$ cat src/rtl/i2c_cond_pkg.sv
package i2c_cond_pkg;

    localparam int REG_W  = 8;
    localparam int B_BUSY = 7;
    localparam int B_QUAL = 6;
    localparam int B_SDAM = 5;
    localparam int B_SCLM = 3;
    localparam int B_CRST = 1;
    localparam int B_ERR  = 0;
    localparam logic [REG_W-1:0] READ_ONES = 8'h54;

    typedef enum logic [2:0] {
        SQ_IDLE,
        SQ_STA,
        SQ_OWN,
        SQ_RSA,
        SQ_RSB,
        SQ_STP_A,
        SQ_STP_B
    } seq_state_t;

    typedef struct packed {
        logic want_start;
        logic want_stop;
        logic want_clr;
    } cmd_t;

    typedef struct packed {
        logic busy;
        logic sda_drv;
        logic scl_drv;
        logic crst;
        logic err;
    } view_t;

    function automatic cmd_t decode_write(input logic wr, input logic [REG_W-1:0] d);
        cmd_t c;
        logic live;
        live         = wr & ~d[B_QUAL];
        c.want_clr   = live & d[B_CRST];
        c.want_start = live & ~d[B_CRST] & d[B_BUSY];
        c.want_stop  = live & ~d[B_CRST] & ~d[B_BUSY];
        return c;
    endfunction

    function automatic logic [REG_W-1:0] pack_view(input view_t v);
        logic [REG_W-1:0] r;
        r         = READ_ONES;
        r[B_BUSY] = v.busy;
        r[B_SDAM] = ~v.sda_drv;
        r[B_SCLM] = ~v.scl_drv;
        r[B_CRST] = v.crst;
        r[B_ERR]  = v.err;
        return r;
    endfunction

endpackage

$ cat src/rtl/i2c_line_watch.sv
module i2c_line_watch #(
    parameter int SYNC_N = 2
) (
    input  logic clk,
    input  logic rst,
    input  logic clr,
    input  logic sda_in,
    input  logic scl_in,
    output logic busy
);
    localparam int LINES = 2;

    logic [LINES-1:0] raw;
    logic [LINES-1:0] lvl;
    logic             sda_prev;
    logic             start_ev;
    logic             stop_ev;

    assign raw = {scl_in, sda_in};

    for (genvar g = 0; g < LINES; g++) begin : g_sync
        logic [SYNC_N-1:0] chain;
        always_ff @(posedge clk) begin
            if (rst) chain <= '1;
            else     chain <= {chain[SYNC_N-2:0], raw[g]};
        end
        assign lvl[g] = chain[SYNC_N-1];
    end

    always_ff @(posedge clk) begin
        if (rst) sda_prev <= 1'b1;
        else     sda_prev <= lvl[0];
    end

    assign start_ev = sda_prev & ~lvl[0] & lvl[1];
    assign stop_ev  = ~sda_prev & lvl[0] & lvl[1];

    always_ff @(posedge clk) begin
        if (rst || clr)    busy <= 1'b0;
        else if (start_ev) busy <= 1'b1;
        else if (stop_ev)  busy <= 1'b0;
    end

    assert_start_sets_busy_R1: assert property (@(posedge clk) disable iff (rst)
        (start_ev && !clr) |=> busy);

    assert_stop_clears_busy_R2: assert property (@(posedge clk) disable iff (rst)
        (stop_ev && !clr) |=> !busy);

endmodule

$ cat src/rtl/i2c_cond_seq.sv
module i2c_cond_seq
    import i2c_cond_pkg::*;
#(
    parameter int DIV_W = 8
) (
    input  logic             clk,
    input  logic             rst,
    input  logic             clr,
    input  logic             start_req,
    input  logic             stop_req,
    input  logic             bus_busy,
    input  logic [DIV_W-1:0] div_half,
    output seq_state_t       phase,
    output logic             sda_drv,
    output logic             scl_drv,
    output logic             refused
);
    seq_state_t       st_n;
    logic [DIV_W-1:0] cnt, cnt_n;
    logic             last;

    assign last = (cnt == div_half);

    always_comb begin
        st_n  = phase;
        cnt_n = cnt + DIV_W'(1);
        case (phase)
            SQ_IDLE: begin
                cnt_n = '0;
                if (start_req && !bus_busy) st_n = SQ_STA;
            end
            SQ_OWN: begin
                cnt_n = '0;
                if (start_req)     st_n = SQ_RSA;
                else if (stop_req) st_n = SQ_STP_A;
            end
            SQ_STA:   if (last) begin st_n = SQ_OWN;   cnt_n = '0; end
            SQ_RSA:   if (last) begin st_n = SQ_RSB;   cnt_n = '0; end
            SQ_RSB:   if (last) begin st_n = SQ_STA;   cnt_n = '0; end
            SQ_STP_A: if (last) begin st_n = SQ_STP_B; cnt_n = '0; end
            SQ_STP_B: if (last) begin st_n = SQ_IDLE;  cnt_n = '0; end
            default: begin st_n = SQ_IDLE; cnt_n = '0; end
        endcase
    end

    always_ff @(posedge clk) begin
        if (rst || clr) begin
            phase <= SQ_IDLE;
            cnt   <= '0;
        end else begin
            phase <= st_n;
            cnt   <= cnt_n;
        end
    end

    always_comb begin
        case (phase)
            SQ_STA:   {sda_drv, scl_drv} = 2'b10;
            SQ_OWN:   {sda_drv, scl_drv} = 2'b11;
            SQ_RSA:   {sda_drv, scl_drv} = 2'b01;
            SQ_STP_A: {sda_drv, scl_drv} = 2'b11;
            SQ_STP_B: {sda_drv, scl_drv} = 2'b10;
            default:  {sda_drv, scl_drv} = 2'b00;
        endcase
    end

    assign refused = start_req && bus_busy && (phase == SQ_IDLE);

    assert_busy_phase_cmd_ignored_R11: assert property (@(posedge clk) disable iff (rst)
        ((phase == SQ_STA) && !last && !clr) |=> (phase == SQ_STA));

endmodule

$ cat src/rtl/i2c_cond_unit.sv
module i2c_cond_unit
    import i2c_cond_pkg::*;
#(
    parameter int DIV_W  = 8,
    parameter int SYNC_N = 2
) (
    input  logic             clk,
    input  logic             rst,
    input  logic             reg_wr,
    input  logic [7:0]       reg_wdata,
    output logic [7:0]       reg_rdata,
    input  logic [DIV_W-1:0] div_half,
    input  logic             sda_in,
    input  logic             scl_in,
    output logic             sda_oe,
    output logic             scl_oe
);
    cmd_t       cmd;
    view_t      view;
    seq_state_t phase;
    logic       crst_q, err_q, clr, busy;
    logic       gen_sda, gen_scl, refused;

    assign cmd = decode_write(reg_wr, reg_wdata);
    assign clr = cmd.want_clr | crst_q;

    always_ff @(posedge clk) begin
        if (rst) crst_q <= 1'b0;
        else     crst_q <= cmd.want_clr;
    end

    always_ff @(posedge clk) begin
        if (rst || clr)   err_q <= 1'b0;
        else if (refused) err_q <= 1'b1;
    end

    i2c_line_watch #(.SYNC_N(SYNC_N)) u_watch (
        .clk    (clk),
        .rst    (rst),
        .clr    (clr),
        .sda_in (sda_in),
        .scl_in (scl_in),
        .busy   (busy)
    );

    i2c_cond_seq #(.DIV_W(DIV_W)) u_seq (
        .clk       (clk),
        .rst       (rst),
        .clr       (clr),
        .start_req (cmd.want_start),
        .stop_req  (cmd.want_stop),
        .bus_busy  (busy),
        .div_half  (div_half),
        .phase     (phase),
        .sda_drv   (gen_sda),
        .scl_drv   (gen_scl),
        .refused   (refused)
    );

    assign sda_oe = gen_sda & ~crst_q;
    assign scl_oe = gen_scl & ~crst_q;

    assign view.busy    = busy;
    assign view.sda_drv = sda_oe;
    assign view.scl_drv = scl_oe;
    assign view.crst    = crst_q;
    assign view.err     = err_q;
    assign reg_rdata    = pack_view(view);

    assert_start_edge_shape_R3: assert property (@(posedge clk) disable iff (rst)
        (!scl_oe && $past(!scl_oe) && $rose(sda_oe)) |-> (phase == SQ_STA));

    assert_stop_edge_shape_R5: assert property (@(posedge clk) disable iff (rst)
        (!scl_oe && $past(!scl_oe) && $fell(sda_oe)) |-> (phase == SQ_IDLE));

    assert_qual_write_inert_R6: assert property (@(posedge clk) disable iff (rst)
        (reg_wr && reg_wdata[B_QUAL] && (phase == SQ_IDLE) && !crst_q) |=> (phase == SQ_IDLE));

    assert_err_sticky_R8: assert property (@(posedge clk) disable iff (rst)
        (err_q && !clr) |=> err_q);

    assert_crst_self_clear_R9: assert property (@(posedge clk) disable iff (rst)
        crst_q |=> (!crst_q || $past(cmd.want_clr)));

    assert_crst_releases_R9: assert property (@(posedge clk) disable iff (rst)
        $past(cmd.want_clr) |-> (!sda_oe && !scl_oe));

endmodule

$ cat config.mk
export PLATFORM = sky130hd
export DESIGN_NAME = i2c_cond_unit
export DESIGN_NICKNAME = d
export VERILOG_FILES = /design/src/rtl/i2c_cond_pkg.sv /design/src/rtl/i2c_line_watch.sv /design/src/rtl/i2c_cond_seq.sv /design/src/rtl/i2c_cond_unit.sv
export SDC_FILE = /design/constraint.sdc
export NUM_CORES = 1
export LEC_CHECK = 0
export BUFFER_PORTS_ARGS = -buffer_cell sky130_fd_sc_hd__buf_2
export CAP_MARGIN = 5
export CORE_UTILIZATION = 45
export CTS_CLUSTER_DIAMETER = 120
export CTS_CLUSTER_SIZE = 20
export DETAILED_ROUTE_END_ITERATION = 7
export PLACE_DENSITY = 0.74
export SLEW_MARGIN = 20
export SYNTH_ARGS = -nofsm -noshare
export SYNTH_HDL_FRONTEND = slang
export SYNTH_SLANG_ARGS = --single-unit
$ cat constraint.sdc
create_clock -name clk -period 2.9 [get_ports clk]
set_input_delay 0 -clock clk [delete_from_list [all_inputs] [get_ports clk]]
set_output_delay 0 -clock clk [all_outputs]
set_load 0.02 [all_outputs]
==> results.md <==
* Outcome: finished clean
* Dominant cell type by area after synthesis: dfxtp_1
* Worst skew pair latency at 0.30 ns
* Hold WC Path Type: input pin to flip-flop
* Post-synth EDFFs at 0
* Global-route wire length before repair at 3.30 mm
* Initial core utilization at between 40% and 50%
* Drt initial violations at 10
* Gp weighted congestion at about 0.8
* Sink Count at 19
* Largest net degree at the start of global routing at 14
* Setup bufs post-CTS at 0
* Hold buffer count at cts at 7
* Initial antenna violation count at 0
* Total Neg Setup Slack at 0 ns
* Hpwl dp at ~1.4 mm
* Placed insts at between 150 and 200
* CP Launch Point: u_seq.phase[0]
* Total chip power at between 0.0004 and 0.0005 W
* Clock-pin slew on the worst setup and hold paths at 0.11 ns
* Layout cells sized above 1 at roughly a third
* CP max FO at 13
* Critical Path End: scl_oe
* Non-filler cells, final at 168
* Post-Synthesis Cells at 114
* Synth area leaders: dfxtp_1 (36%), xnor2_1 (11%), nor2_2 (4.7%)
* Final slew viol count at 0
* Detailed-route wire length per cell at 11.2 µm
* Post-DRT Antenna Nets at 0
* CP Capture Type: output port
* Leak pwr at 0.481 nW
* Grt total ovfl at 0
* DR DRC count at 0
* CTS root buf: clkbuf_4
* Post-Syn Area at approximately 0.0011 mm²
* Fmax at 0.591 GHz
* R2R Setup Slk at 1.29 ns
* Drt total wl at 1.89 mm
* H-Tree Depth at 1
* TritonCTS clock tree: built
* Fin crit period at around 1.7 ns
* DIE WIDTH at slightly above 50 µm
* Most frequent cells in the layout: buf_2 (22), dfxtp_1 (19), xnor2_1 (13), nor2_1 (8), nor2_2 (8)
* Final setup violating endpoints at 0
* Die area at 0.00254 mm²
* Setup CP Type: flip-flop to output port
* Core Rows at 17
* Hold slack at ~0.025 ns
* Nets at 164
* Area growth syn-to-layout at 17.6%
* Port bufs at 22
* Share of the synthesized area in the top cell type at between 30% and 40%
* Vias in the first global route at 776
* Layout filler cell count at 211
* Required @ worst endpoint at ~2.9 ns
* IO Pins at 31
* Placed Area at 0.00114 mm²
* Hold Startpoint: reg_wdata[7]
* Multi-input logic area at 592 µm²
* Vias/cell at 4.86
* Synthesized flop and latch total at 19
* Total core area at 0.00221 mm²
* Syn avg cell area at between 9 and 10 µm²
* Sequential-to-total area share from yosys stat at 36.1%
* Ys Warns at 0
* GRT Total Usage at 17.3%
* Maxcap violations at 0
* Chip height at 50.4 µm
* Layout Skew at 0.00670 ns
* Post-synth ARST share at 0%
* Longest Clk Path Bufs at 2
* Reg-to-reg endpoint: u_seq.cnt[4]
* Final instance area at roughly 0.0012 mm²
* Most common cell after layout, fill and taps aside: buf_2
* DR vias at just over 800
* Post-synth top flop: dfxtp_1
* VDD IR max at 0.000267 V
* Sequential cell area at 380 µm²
* Crit path DAT at 1.69 ns
* # diodes at 0
* Reg2reg path depth at 4
* Reg-to-reg startpoint: u_seq.phase[0]
* Hold Vio Cnt, Final at 0
* CTS Buf Count at 3
* Unrepaired setup endpoints after global routing: false
* Power per cell area at about 380 mW/mm²
* Resize count post-CTS at 0
* Distinct cells, synth at 40
* DR pass1 iterations at 4
* Startpoint Class: flip-flop
* Final period util at 58.3%
[cells in the mapped netlist (2+ instances only)]
master	number
and3_1	2
nand2b_1	3
nor2b_1	2
ha_1	2
dfxtp_1	19
nor2_2	8
xor2_1	3
nand3_1	2
or2_2	5
nand4_2	2
inv_1	5
o21ai_0	3
nor2_1	8
buf_4	6
a21oi_1	5
nand2_1	3
xnor2_1	13
[flip-flops by register name, indices dropped and copies added, names as in the netlist]
signal / cells
u_watch.g_sync.chain: 4
crst_q: 1
err_q: 1
u_seq.cnt: 8
u_seq.phase: 3
u_watch.sda_prev: 1
u_watch.busy: 1
[worst min path at each step]
stage | to | slack, ns | depth (start not counted)
after floorplan | crst_q | 0.08 | 1
after global placement | u_watch.g_sync[1].chain[0] | 0.19 | 2
after detailed placement | u_watch.g_sync[1].chain[0] | 0.19 | 2
after CTS | err_q | 0.02 | 3
after global routing | err_q | 0.05 | 3
final | err_q | 0.02 | 3
[routing by layer]
metal	global-route usage [%]	up-vias	part of all wire (%)
met5	0	-	0
met4	4.17	0	0.69
met3	5.76	2	4.9
met2	30.9	18	51
met1	19.6	363	43
li1	-	433	-
[through the flow]
| stage | worst slack (ns) | utilization (%) |
|---|---|---|
| floorplan | 1.63 | - |
| global placement | 1.36 | 51.6 |
| detailed placement | 1.30 | 51.6 |
| CTS | 1.19 | 56.1 |
| global route | 1.06 | 56.1 |
| finish | 1.21 | 56.1 |
[kinds of logic (layout without fill, tap and decap cells)]
group	count (synthesis)	count (layout)	share of synthesized area [%]
and+or+nand+nor	41	41	24.1
AOI/OAI and AO/OA	20	20	15.3
DFF	19	19	36.1
xor gates and xnor gates	16	16	13.3
buffers and inverters	15	39	8.54
adders and majority gates	2	2	2.37
other	1	3	0.356
[where the power goes]
group / leakage (nW) / switching [W] / internal (W)
combinational: 0.309 / 0.0000361 / 0.0000345
clock: 0.0177 / 0.0000810 / 0.0000514
sequential: 0.154 / 0.00000663 / 0.000266
total: 0.481 / 0.000124 / 0.000352
[cell type report]
class | count | share of cell area (%)
multi-input combinational | 82 | 47.7
sequential | 19 | 30.7
timing repair buffer | 29 | 14.5
tap | 28 | 2.83
inverter | 6 | 2.02
clock buffer | 3 | 1.82
clock inverter | 1 | 0.404
[worst max-delay path, stage by stage (launching register included)]
cell and delay, ns:
dfxtp_1 0.61, nand2b_1 0.15, or2_1 0.26, a21o_1 0.18, inv_1 0.04, buf_2 0.15
(Power assumes the default switching activity.)
